<file path="src/rtl/hsr_pkg.sv">
package hsr_pkg;
   // Pixel path latency that the sync output has to match.
   localparam int HSR_PIXEL_LAT   = 7;
   // Register stages in front of the delay line: input sample plus pulse register.
   localparam int HSR_FRONT_STAGES = 2;

   typedef enum logic {
      HSR_POL_LOW  = 1'b0,
      HSR_POL_HIGH = 1'b1
   } hsr_pol_e;
endpackage

</file>
<file path="src/rtl/hsr_edge_sampler.sv">
module hsr_edge_sampler (
   input  logic clk,
   input  logic rst_n,
   input  logic sync_in,
   output logic level,
   output logic rise,
   output logic fall
);
   logic       s_q;
   logic       s_qq;
   logic [1:0] hist_vld;

   always_ff @(posedge clk) begin
      if (!rst_n) begin
         s_q      <= 1'b0;
         s_qq     <= 1'b0;
         hist_vld <= 2'b00;
      end else begin
         s_q      <= sync_in;
         s_qq     <= s_q;
         hist_vld <= {hist_vld[0], 1'b1};
      end
   end

   // Edges count only once both history stages hold real samples.
   assign level = s_q;
   assign rise  = hist_vld[1] &  s_q & ~s_qq;
   assign fall  = hist_vld[1] & ~s_q &  s_qq;
endmodule

</file>
<file path="src/rtl/hsr_pol_detect.sv">
module hsr_pol_detect
   import hsr_pkg::*;
#(
   parameter int CNT_W = 12
) (
   input  logic clk,
   input  logic rst_n,
   input  logic level,
   input  logic rise,
   output logic pol_high
);
   generate
      if (CNT_W < 2) begin : g_bad_cnt
         $error("hsr_pol_detect: CNT_W must be at least 2");
      end
   endgenerate

   logic [CNT_W-1:0] hi_cnt;
   logic [CNT_W-1:0] lo_cnt;
   logic             seen_rise;
   logic             line_done;
   hsr_pol_e         pol_q;

   always_ff @(posedge clk) begin
      if (!rst_n) begin
         hi_cnt    <= '0;
         lo_cnt    <= '0;
         seen_rise <= 1'b0;
         line_done <= 1'b0;
         pol_q     <= HSR_POL_HIGH;
      end else if (rise) begin
         if (seen_rise) begin
            // Shorter level is the sync pulse; a tie is read as active high.
            pol_q     <= (hi_cnt <= lo_cnt) ? HSR_POL_HIGH : HSR_POL_LOW;
            line_done <= 1'b1;
         end
         seen_rise <= 1'b1;
         hi_cnt    <= {{(CNT_W-1){1'b0}}, 1'b1};
         lo_cnt    <= '0;
      end else if (level) begin
         if (hi_cnt != '1) hi_cnt <= hi_cnt + 1'b1;
      end else begin
         if (lo_cnt != '1) lo_cnt <= lo_cnt + 1'b1;
      end
   end

   assign pol_high = (pol_q == HSR_POL_HIGH);

   AST_POL_DEFAULT: assert property (@(posedge clk) disable iff (!rst_n)
      !line_done |-> pol_high);
   AST_POL_ONLY_AT_RISE: assert property (@(posedge clk) disable iff (!rst_n)
      !$stable(pol_high) |-> $past(rise));
endmodule

</file>
<file path="src/rtl/hsr_pulse_gen.sv">
module hsr_pulse_gen #(
   parameter int WIDTH_W = 8
) (
   input  logic               clk,
   input  logic               rst_n,
   input  logic               rise,
   input  logic               fall,
   input  logic               pol_high,
   input  logic [WIDTH_W-1:0] width,
   output logic               pulse
);
   generate
      if (WIDTH_W < 1) begin : g_bad_width
         $error("hsr_pulse_gen: WIDTH_W must be at least 1");
      end
   endgenerate

   logic [WIDTH_W-1:0] cnt_q;
   logic               pulse_q;
   logic               lead;
   logic [WIDTH_W-1:0] load_val;

   assign lead     = pol_high ? rise : fall;
   // Zero width behaves as one clock: load value is width-1, floored at 0.
   assign load_val = (width == '0) ? '0 : width - 1'b1;

   always_ff @(posedge clk) begin
      if (!rst_n) begin
         pulse_q <= 1'b0;
         cnt_q   <= '0;
      end else if (pulse_q) begin
         if (cnt_q == '0) pulse_q <= 1'b0;
         else             cnt_q   <= cnt_q - 1'b1;
      end else if (lead) begin
         pulse_q <= 1'b1;
         cnt_q   <= load_val;
      end
   end

   assign pulse = pulse_q;

   AST_START_ON_LEAD: assert property (@(posedge clk) disable iff (!rst_n)
      $rose(pulse_q) |-> $past(lead));
   AST_ZERO_WIDTH_ONE: assert property (@(posedge clk) disable iff (!rst_n)
      ($rose(pulse_q) && $past(width) == '0) |=> !pulse_q);
   AST_END_ON_EXPIRE: assert property (@(posedge clk) disable iff (!rst_n)
      (pulse_q && cnt_q == '0) |=> !pulse_q);
   AST_NO_RESTART: assert property (@(posedge clk) disable iff (!rst_n)
      (pulse_q && cnt_q != '0) |=> (pulse_q && cnt_q < $past(cnt_q)));
endmodule

</file>
<file path="src/rtl/hsr_delay_line.sv">
module hsr_delay_line #(
   parameter int DEPTH = 5
) (
   input  logic clk,
   input  logic rst_n,
   input  logic d,
   output logic q
);
   generate
      if (DEPTH < 0) begin : g_bad_depth
         $error("hsr_delay_line: DEPTH must not be negative");
      end else if (DEPTH == 0) begin : g_wire
         assign q = d;
      end else if (DEPTH == 1) begin : g_single
         logic stage_q;
         always_ff @(posedge clk) begin
            if (!rst_n) stage_q <= 1'b0;
            else        stage_q <= d;
         end
         assign q = stage_q;
      end else begin : g_shift
         logic [DEPTH-1:0] sr_q;
         always_ff @(posedge clk) begin
            if (!rst_n) sr_q <= '0;
            else        sr_q <= {sr_q[DEPTH-2:0], d};
         end
         assign q = sr_q[DEPTH-1];
      end
   endgenerate
endmodule

</file>
<file path="src/rtl/hsync_regen.sv">
module hsync_regen
   import hsr_pkg::*;
#(
   parameter int WIDTH_W  = 8,
   parameter int CNT_W    = 12,
   parameter int PIPE_LAT = HSR_PIXEL_LAT
) (
   input  logic               clk,
   input  logic               rst_n,
   input  logic               sync_in,
   input  logic               out_active_high,
   input  logic [WIDTH_W-1:0] pulse_width,
   output logic               sync_out,
   output logic               in_pol_high
);
   localparam int DLY_DEPTH = PIPE_LAT - HSR_FRONT_STAGES;

   generate
      if (PIPE_LAT < HSR_FRONT_STAGES) begin : g_bad_lat
         $error("hsync_regen: PIPE_LAT below the fixed front stages");
      end
   endgenerate

   logic lvl;
   logic rise;
   logic fall;
   logic pol_high;
   logic pulse;
   logic pulse_dly;

   hsr_edge_sampler u_sampler (
      .clk     (clk),
      .rst_n   (rst_n),
      .sync_in (sync_in),
      .level   (lvl),
      .rise    (rise),
      .fall    (fall)
   );

   hsr_pol_detect #(.CNT_W(CNT_W)) u_pol (
      .clk      (clk),
      .rst_n    (rst_n),
      .level    (lvl),
      .rise     (rise),
      .pol_high (pol_high)
   );

   hsr_pulse_gen #(.WIDTH_W(WIDTH_W)) u_pulse (
      .clk      (clk),
      .rst_n    (rst_n),
      .rise     (rise),
      .fall     (fall),
      .pol_high (pol_high),
      .width    (pulse_width),
      .pulse    (pulse)
   );

   hsr_delay_line #(.DEPTH(DLY_DEPTH)) u_dly (
      .clk   (clk),
      .rst_n (rst_n),
      .d     (pulse),
      .q     (pulse_dly)
   );

   assign sync_out    = out_active_high ? pulse_dly : ~pulse_dly;
   assign in_pol_high = pol_high;

   AST_RESET_IDLE: assert property (@(posedge clk)
      !rst_n |=> (sync_out != out_active_high || !rst_n));
endmodule

</file>
<file path="config.mk">
export PLATFORM = sky130hd
export DESIGN_NAME = hsync_regen
export DESIGN_NICKNAME = d
export VERILOG_FILES = /design/src/rtl/hsr_pkg.sv /design/src/rtl/hsr_edge_sampler.sv /design/src/rtl/hsr_pol_detect.sv /design/src/rtl/hsr_pulse_gen.sv /design/src/rtl/hsr_delay_line.sv /design/src/rtl/hsync_regen.sv
export SDC_FILE = /design/constraint.sdc
export NUM_CORES = 1
export LEC_CHECK = 0
export ABC_AREA = 1
export BUFFER_PORTS_ARGS = -buffer_cell sky130_fd_sc_hd__buf_2
export CAP_MARGIN = 25
export CORE_MARGIN = 2
export CORE_UTILIZATION = 25
export CTS_CLUSTER_DIAMETER = 30
export DETAILED_ROUTE_END_ITERATION = 6
export GPL_ROUTABILITY_DRIVEN = 0
export PLACE_DENSITY_LB_ADDON = 0.08
export REMOVE_ABC_BUFFERS = 1
export SETUP_SLACK_MARGIN = 0.1
export SYNTH_ARGS = -nofsm -noshare
export SYNTH_HDL_FRONTEND = slang
export SYNTH_HIERARCHICAL = 1
export SYNTH_SLANG_ARGS = --single-unit
</file>
<file path="constraint.sdc">
create_clock -name clk -period 2.3 [get_ports clk]
set_clock_uncertainty 0.15 [all_clocks]
set_input_delay 0.46 -clock clk [delete_from_list [all_inputs] [get_ports clk]]
set_output_delay 0.46 -clock clk [all_outputs]
set_load 0.05 [all_outputs]
</file>
# Word level (Yosys, flattened, before mapping)
# Cells that the tools add are included.
[totals] regBits=44 in_bits=12 output_inout_bits=2 word_cells=53
[op_classes] addsub=4 magnitude_cmp=1 eq_ne=3 muxes=14 bitwise=8 n_reduce_logical=11
[op_table] operator="$mux W8" n=4
[op_table] operator="$add A12 B1 Y12 const B" n=2
[op_table] operator="$ne A12 B12 Y1 const B" n=2
[op_table] operator="$logic_not A8 Y1" n=2
[op_table] operator="$sub A8 B1 Y8 const B" n=2
[op_table] operator="$le A12 B12 Y1" n=1
[op_table] operator="$mux W1" n=10
[op_table] operator="$reduce_and A2 Y1" n=5
[op_table] operator="$reduce_bool A2 Y1" n=3
[op_table] operator="$and A1 B1 Y1" n=4
[op_table] operator="$not A1 Y1" n=4
[op_table] operator="$ne A2 B2 Y1 const B" n=1
[op_table] operator="$reduce_or A2 Y1" n=1

# Depth between registers and ports, before layout
# Gate-level depths: netlist of the first run.
[logic_depth] ltp_word=6 mapped_depth=12 ltp_nobuf=12

# Modules after synthesis
# Netlist of the first run, hierarchy kept.
[modules_own_cells] mod="hsr_pol_detect" instances=1 cells_each=268 area_each_um2=1780.5 seq_area_each_um2=520.5
[modules_own_cells] mod="hsr_pulse_gen" instances=1 cells_each=135 area_each_um2=815.8 seq_area_each_um2=180.2
[modules_own_cells] mod="hsr_delay_line" instances=1 cells_each=15 area_each_um2=137.6 seq_area_each_um2=100.1
[modules_own_cells] mod="hsr_edge_sampler" instances=1 cells_each=14 area_each_um2=117.6 seq_area_each_um2=80.1
[modules_own_cells] mod="hsync_regen" instances=1 cells_each=5 area_each_um2=18.8 seq_area_each_um2=0.0

# Worst setup path after synthesis of the first run
# Ideal clock, no wire load.
[synth_timing] path_kind="register to register" start="register u_sampler.s_q, in the netlist u_sampler/level" end="register u_pulse.cnt_q[0]" setup_ns=0.115 t_arrival_ns=1.401 required_time_ns=2.035 setup_slack_ns=0.635 stages_incl_launch_ff=10 path_buffers=0 synth_period_minus_slack_ns=1.665 cell_sequence="dfxtp_1 -> nand2_1 -> nor2_1 -> nand2_1 -> o21ai_0 -> nand2_2 -> nand2_4 -> clkinv_4 -> nor2_1 -> nor2_1"
[synth_via] elab_cells_between_ends=8 cone_classes="mux: 1; bitwise: 5; reduce/logical: 2"
[synth_rtl] item="start, declared" line="hsr_edge_sampler.sv:9" text="logic s_q;"
[synth_rtl] item="start signal, assigned" line="hsr_edge_sampler.sv:19" text="s_q <= sync_in;"
[synth_rtl] item="$and A1 B1 Y1 (2 in a row)" line="hsr_edge_sampler.sv:27" text="assign rise = hist_vld[1] & s_q & ~s_qq;"
[synth_rtl] item="via rise" line="hsync_regen.sv:25" text="logic rise;"
[synth_rtl] item="$mux W1" line="hsr_pulse_gen.sv:23" text="assign lead = pol_high ? rise : fall;"
[synth_rtl] item="$reduce_bool A2 Y1 (no source line)"
[synth_rtl] item="$reduce_and A2 Y1 (no source line)"
[synth_rtl] item="end signal, assigned" line="hsr_pulse_gen.sv:33" text="else cnt_q <= cnt_q - 1'b1;"
[synth_rtl] item="end signal, assigned" line="hsr_pulse_gen.sv:36" text="cnt_q <= load_val;"
[synth_rtl] item="end, declared" line="hsr_pulse_gen.sv:18" text="logic [WIDTH_W-1:0] cnt_q;"
# The timed path passes the listed nets, and every way through them passes these cells.
# A chain may end at the register's enable or synchronous reset.

# Worst setup path after layout of the first run
[layout_timing] start="register u_pol.hi_cnt[0]" end="register u_pol.hi_cnt[9]"
[layout_via] elab_chain_cells=2 elab_cells_between_ends=3 cone_classes="add/sub: 1; eq/ne: 1; reduce/logical: 1"
[layout_lines] item="start, declared" line="hsr_pol_detect.sv:18" text="logic [CNT_W-1:0] hi_cnt;"
[layout_lines] item="start signal, assigned" line="hsr_pol_detect.sv:38" text="hi_cnt <= {{(CNT_W-1){1'b0}}, 1'b1};"
[layout_lines] item="start signal, assigned" line="hsr_pol_detect.sv:41" text="if (hi_cnt != '1) hi_cnt <= hi_cnt + 1'b1;"
[layout_lines] item="branches (longest 2 deep; another with $add A12 B1 Y12)"
# Parallel ways; which one is timed is not known.

==> flow_summary_export.csv, run 1 <==
group,metric,value,unit
outcome,status,"finished, final reports clean",
layout,fin_cells,603,
placement,placed_cells,595,
yosys,yosysMostFrequentCell,"nand2_1",
timing,rsz0062_at_grt,"false",
worst_setup_path,critical_path_class,"reg -> reg",
pwr,p_leak,1.46,nW
yosys,synthFlopType,"dfxtp_1",
route,dr_wl_met2,3.15,mm
timing,setup_violations,0,
worst_setup_path,arrival,1950,ps
timing,drv_slew,0,
yosys,seq_area_frac_synth,30.7,%
grt,gr-total-overflow,0,
clock_network,postCtsSetupRepairBufs,0,
clock_network,cts_buffers,5,
pwr,vdd_drop_max,0.245,mV
grt,grt_pass1_vias,2438,
floorplan,die_h,111,um
route,routed.top_layer,"met4",
layout,diodes,0,
layout,layout-drive-gt1-share,12.4,%
clock_network,clk_latency,290,ps
yosys,synth_commonest_cells,"127 x nand2_1, 68 x inv_1, 58 x nor2_1, 44 x dfxtp_1, 20 x nand3_1",
yosys,yosysWarnings,6,
clock_network,clk_root_buffer_cell,"clkbuf_16",
worst_setup_path,setup.worst_path.end_class,"flip-flop",
layout,layout.nets,489,
floorplan,die_x,111,um
route,routedWlPerCell,11.1,um
pwr,power.density,571,mW/mm2
timing,relSlewSlack,72.3,%
placement,dp_hpwl,5.28,mm
yosys,syn_inst,437,
placement,pre_cts_slack,380,ps
timing,layout_min_cycle_time,1920,ps
job,maxCapViolCount,0,
timing,hold_viol_final,0,
route,first_pass_iters,4,
yosys,synth_top_area_share,30.7,%
clock_network,clkSlewWorstSetupHoldPaths,70,ps
layout,nFillCells,1292,
route,ant_nets,0,
route,drc,0,
timing,whs,208,ps
grt,grt_use_total,11.6,%
timing,tightestPinTransition,415,ps
yosys,synth-async-reset-ratio,0,%
grt,grt_first_pass_wirelength,11.8,mm
clock_network,cts_resized,0,
worst_setup_path,cp_max_fo,11,
timing,period_share,83.4,%
yosys,ys_seq_elements,44,
floorplan,core_area,0.0113,mm2
yosys,synth_edf_count,0,
timing,timing.fmax,0.522,GHz
clock_network,cts_tree,"built",
grt,antenna_found_initial,0,
placement,port_buffers,13,
yosys,ys_types,31,
route,wl,6.70,mm
route,drt_iter0_markers,98,
route,vias_per_cell,4.24,
floorplan,floorplan.initialDensity,25.4,%
timing,setup_tns,0,ps
clock_network,ctsHoldBuffers,0,
layout,syn_to_final_growth,14.5,%
hold_path,hold_class,"in -> reg",
route,vias,2555,
floorplan,rows,39,
worst_setup_path,cp-start-kind,"flip-flop",
route,wl_met3,169,um
yosys,yosysTopAreaCell,"dfxtp_1",
worst_setup_path,required,2330,ps
clock_network,h-tree-depth,2,
yosys,yosys-top-cells-area,"dfxtp_1 31%, nand2_1 17%, inv_1 8.9%, ha_1 7.8%, nor2_1 7.6%",
floorplan,dieArea,0.0124,mm2
pwr,power,1.88,mW
yosys,syn_avg_cell_area,6.57,um2
timing,setup_ws,382,ps
grt,grt_max_degree,20,
clock_network,cts_num_sinks,44,
clock_network,clock_path_buffers,2,
yosys,syn-cell-area,0.00287,mm2
floorplan,ios,14,
route,drt-met1-wl,3.31,mm
[routing by layer]
metal	vias up	track usage, %
met5	-	0
met4	0	3.13
li1	1410	-
met2	19	18.9
met1	1119	15.6
met3	7	2.35
[area by class of cell]
type | count | area, um2 | share of cell area [%]
inverter | 71 | 272 | 8.26
sequential | 44 | 881 | 26.8
timing repair buffer | 18 | 103 | 3.12
clock buffer | 5 | 125 | 3.81
clock inverter | 3 | 46.3 | 1.41
multi-input combinational | 319 | 1680 | 51.2
tap | 143 | 179 | 5.44
[power by group]
part / leakage (nW) / switching, mW / total (mW) / internal (mW)
Sequential: 0.357 / 0.0236 / 0.805 / 0.781
Combinational: 1.02 / 0.139 / 0.220 / 0.0805
Clock: 0.0804 / 0.335 / 0.852 / 0.517
Total: 1.46 / 0.498 / 1.88 / 1.38
[sequential cells by signal, summed over array words and instances, names as in the netlist]
register	count
u_pol/hi_cnt	12
u_pol/lo_cnt	12
u_pulse/cnt_q	8
u_dly/g_shift.sr_q	5
u_sampler/hist_vld	2
u_pol/pol_high	1
u_pol/seen_rise	1
u_pulse/pulse	1
u_sampler/level	1
u_sampler/s_qq	1
[through the flow]
stage | area, um2 | util (%)
floorplan | 2830 | -
global placement | 3120 | 27.5
detailed placement | 3120 | 27.5
CTS | 3290 | 29.0
global route | 3290 | 29.0
finish | 3290 | 29.0
[cell families (layout without fill, tap and decap cells)]
| family | Yosys count | in the layout | share of synthesized area, % |
|---|---|---|---|
| fa+ha+maj | 18 | 18 | 7.85 |
| simple gates | 238 | 238 | 36.5 |
| xor+xnor | 13 | 13 | 3.97 |
| flops | 44 | 44 | 30.7 |
| compound gates | 50 | 50 | 10.3 |
| buf+inv | 74 | 97 | 10.7 |
[worst max-delay path, cell delays in order, from the launching register on]
cell     delay, ps
dfxtp_1        450
ha_1           250
inv_1           60
nor2_2         180
nand3_2        130
nand2_2        220
inv_1          190
nand2_1        110
a21oi_1         60
[layout by cell type (no fill, tap or decap), types with 6 or more instances in the layout]
cell type / instances
nor2_1: 58
o21ai_1: 10
a21oi_1: 17
xor2_1: 9
o21ai_0: 12
nand4_1: 11
inv_1: 68
dfxtp_1: 44
a21oi_2: 6
nand2_1: 127
nand3_1: 20
buf_2: 13
ha_1: 18
[final timing paths]
check             slack (ps)  cells past startpoint                   from               endpoint
setup / recovery         380                      8        u_pol/hi_cnt[0]        u_pol/hi_cnt[9]
hold / removal           210                      3                sync_in        u_sampler/level
setup reg to reg         380                      8        u_pol/hi_cnt[0]        u_pol/hi_cnt[9]
hold reg to reg          260                      2  u_dly/g_shift.sr_q[2]  u_dly/g_shift.sr_q[3]
Power figures use the tool's default switching activity.
==> run 2, diff against run 1 <==
==> constraint.sdc (replaced) <==
create_clock -name clk -period 1.7 [get_ports clk]
set_clock_uncertainty 0.15 [all_clocks]
set_input_delay 0.34 -clock clk [delete_from_list [all_inputs] [get_ports clk]]
set_output_delay 0.34 -clock clk [all_outputs]
set_load 0.05 [all_outputs]
==> flow_summary_export.csv, run 2 (same netlist as run 1, synthesis figures left out) <==
group,metric,value,unit
layout,layout_commonest_cell,"nand2_1",
floorplan,floorplan.initialDensity,25.4,%
worst_setup_path,cp_slowest_cell,"dfxtp_1",
timing,drv_slew,0,
layout,design_area,0.00368,mm2
layout,top_regs,"u_pol/hi_cnt: 12 flops, u_pol/lo_cnt: 12 flops, u_pulse/cnt_q: 8 flops",
worst_setup_path,cp_common_cell,"nand2_1",
timing,tightestPinTransition,295,ps
worst_setup_path,worst-path-buf-inv,2,
route,drc,0,
worst_setup_path,arrival,1570,ps
route,first_pass_iters,4,
layout,layout-drive-gt1-share,25.8,%
layout,diodes,0,
grt,antenna_found_initial,0,
floorplan,die_x,111,um
floorplan,ios,14,
grt,grt_use_total,11.6,%
layout,layout_common_cells,"125 x nand2_1, 61 x inv_1, 55 x nor2_1",
worst_setup_path,required,1740,ps
clock_network,clkSlewWorstSetupHoldPaths,70,ps
layout,fin_util,32.5,%
timing,setup_tns,0,ps
job,maxCapViolCount,0,
floorplan,dieArea,0.0124,mm2
route,drt_iter0_markers,54,
clock_network,clk_latency,290,ps
hold_path,hold_class,"in -> reg",
floorplan,rows,39,
pwr,power,2.58,mW
route,routedWlPerCell,11.3,um
grt,gr-total-overflow,0,
pwr,p_leak,1.61,nW
clock_network,clock_path_buffers,2,
timing,relSlewSlack,80.3,%
floorplan,die_h,111,um
clock_network,cts_tree,"built",
placement,port_buffers,13,
placement,dp_hpwl,5.35,mm
worst_setup_path,path_delay_family,"simple AND/OR/NAND/NOR gates",
worst_setup_path,cp_max_fo,2,
layout,fin_cells,628,
worst_setup_path,setup.worst_path.end_class,"flip-flop",
worst_setup_path,cp-start-kind,"flip-flop",
worst_setup_path,path_cells,"inv_1 > ha_1 > nand2_1 > inv_1 > nand2_2 > nor2_4 > nand2_1 > nand3_1 > nand2_1 > nand2_1 > nand2_1",
placement,place_area,0.00323,mm2
pwr,vdd_drop_max,0.326,mV
worst_setup_path,critical_path_class,"reg -> reg",
timing,setup_violations,0,
worst_setup_path,rrSetupSlack,160,ps
route,vias,2754,
clock_network,cts_num_sinks,44,
layout,syn_to_final_growth,28.1,%
timing,layout_min_cycle_time,1540,ps
placement,placed_cells,608,
route,ant_nets,0,
clock_network,ctsHoldBuffers,0,
clock_network,clk_root_buffer_cell,"clkbuf_16",
route,wl,7.10,mm
worst_setup_path,worst_path_largest_cell_delay,320,ps
clock_network,cts_buffers,5,
grt,grt_pass1_vias,2487,
floorplan,core_area,0.0113,mm2
timing,timing.fmax,0.651,GHz
route,vias_per_cell,4.39,
timing,period_share,90.4,%
pwr,power.density,702,mW/mm2
grt,grt_max_degree,20,
timing,hold_viol_final,0,
clock_network,h-tree-depth,2,
layout,layout.nets,514,
timing,rsz0062_at_grt,"true",
layout,nFillCells,1302,
outcome,status,"finished, final reports clean",
grt,grt_first_pass_wirelength,11.6,mm
[run 2: changes by cell type in the layout (fill, tap and decap cells not counted), moves of 3 or more]
cell,before,now
buf_4,5,27
nor2_1,58,55
dfxtp_4,0,5
ha_1,18,12
ha_4,0,6
dfxtp_1,44,19
dfxtp_2,0,20
inv_1,68,61
nand2_4,2,5
inv_2,2,7
nor2_4,5,9
[run 2: routing by layer]
metal | part of all wire [%] | vias up | GRT usage [%] | routed length (um)
li1 | - | 1466 | - | -
met1 | 48 | 1262 | 14.3 | 3420
met2 | 48 | 17 | 20.5 | 3440
met3 | 2.4 | 9 | 2.52 | 168
met4 | 1.1 | 0 | 2.96 | 76
met5 | 0 | - | 0 | 0
[run 2: area by class of cell]
| cell class | count | area (um2) | share of cell area, % |
|---|---|---|---|
| clock buffer | 5 | 125 | 3.40 |
| clock inverter | 3 | 46.3 | 1.26 |
| inverter | 71 | 278 | 7.56 |
| multi-input combinational | 320 | 1820 | 49.6 |
| sequential | 44 | 925 | 25.2 |
| tap | 143 | 179 | 4.87 |
| timing repair buffer | 42 | 299 | 8.13 |
[run 2: per-stage QoR]
stage / hold slack, ps / setup WS, ps
2_1_floorplan: 218 / 34.8
3_3_place_gp: 238 / 93.9
3_5_place_dp: 248 / 78.3
4_1_cts: 88.0 / 82.9
5_1_grt: 96.5 / 47.2
6_report: 89.4 / 163
[run 2: final timing paths]
check,startpoint,endpoint,depth (start not counted)
worst max-delay path,u_pol/lo_cnt[11],u_pol/pol_high,11
worst min-delay path,sync_in,u_sampler/level,3
worst max register to register,u_pol/lo_cnt[11],u_pol/pol_high,11
worst min register to register,u_dly/g_shift.sr_q[2],u_dly/g_shift.sr_q[3],2
[run 2: timing repair]
item | 4_1_cts | 5_1_grt
pin swaps | 0 | 15
resized for setup | 1 | 60
endpoints found under the setup margin | 3 | 31
gates cloned | 0 | 1
buffers inserted | 0 | 11
[run 2: power breakdown]
part	internal (mW)	switching [mW]
registers	1.05	0.0276
logic	0.151	0.211
clock network	0.699	0.439
[run 2: worst register-to-register path, delay by kind of cell, from the launching register on]
| family | cells | cell delay, ps |
|---|---|---|
| buf+inv | 2 | 150 |
| fa+ha+maj | 1 | 290 |
| simple gates | 8 | 530 |
| flops | 1 | 320 |
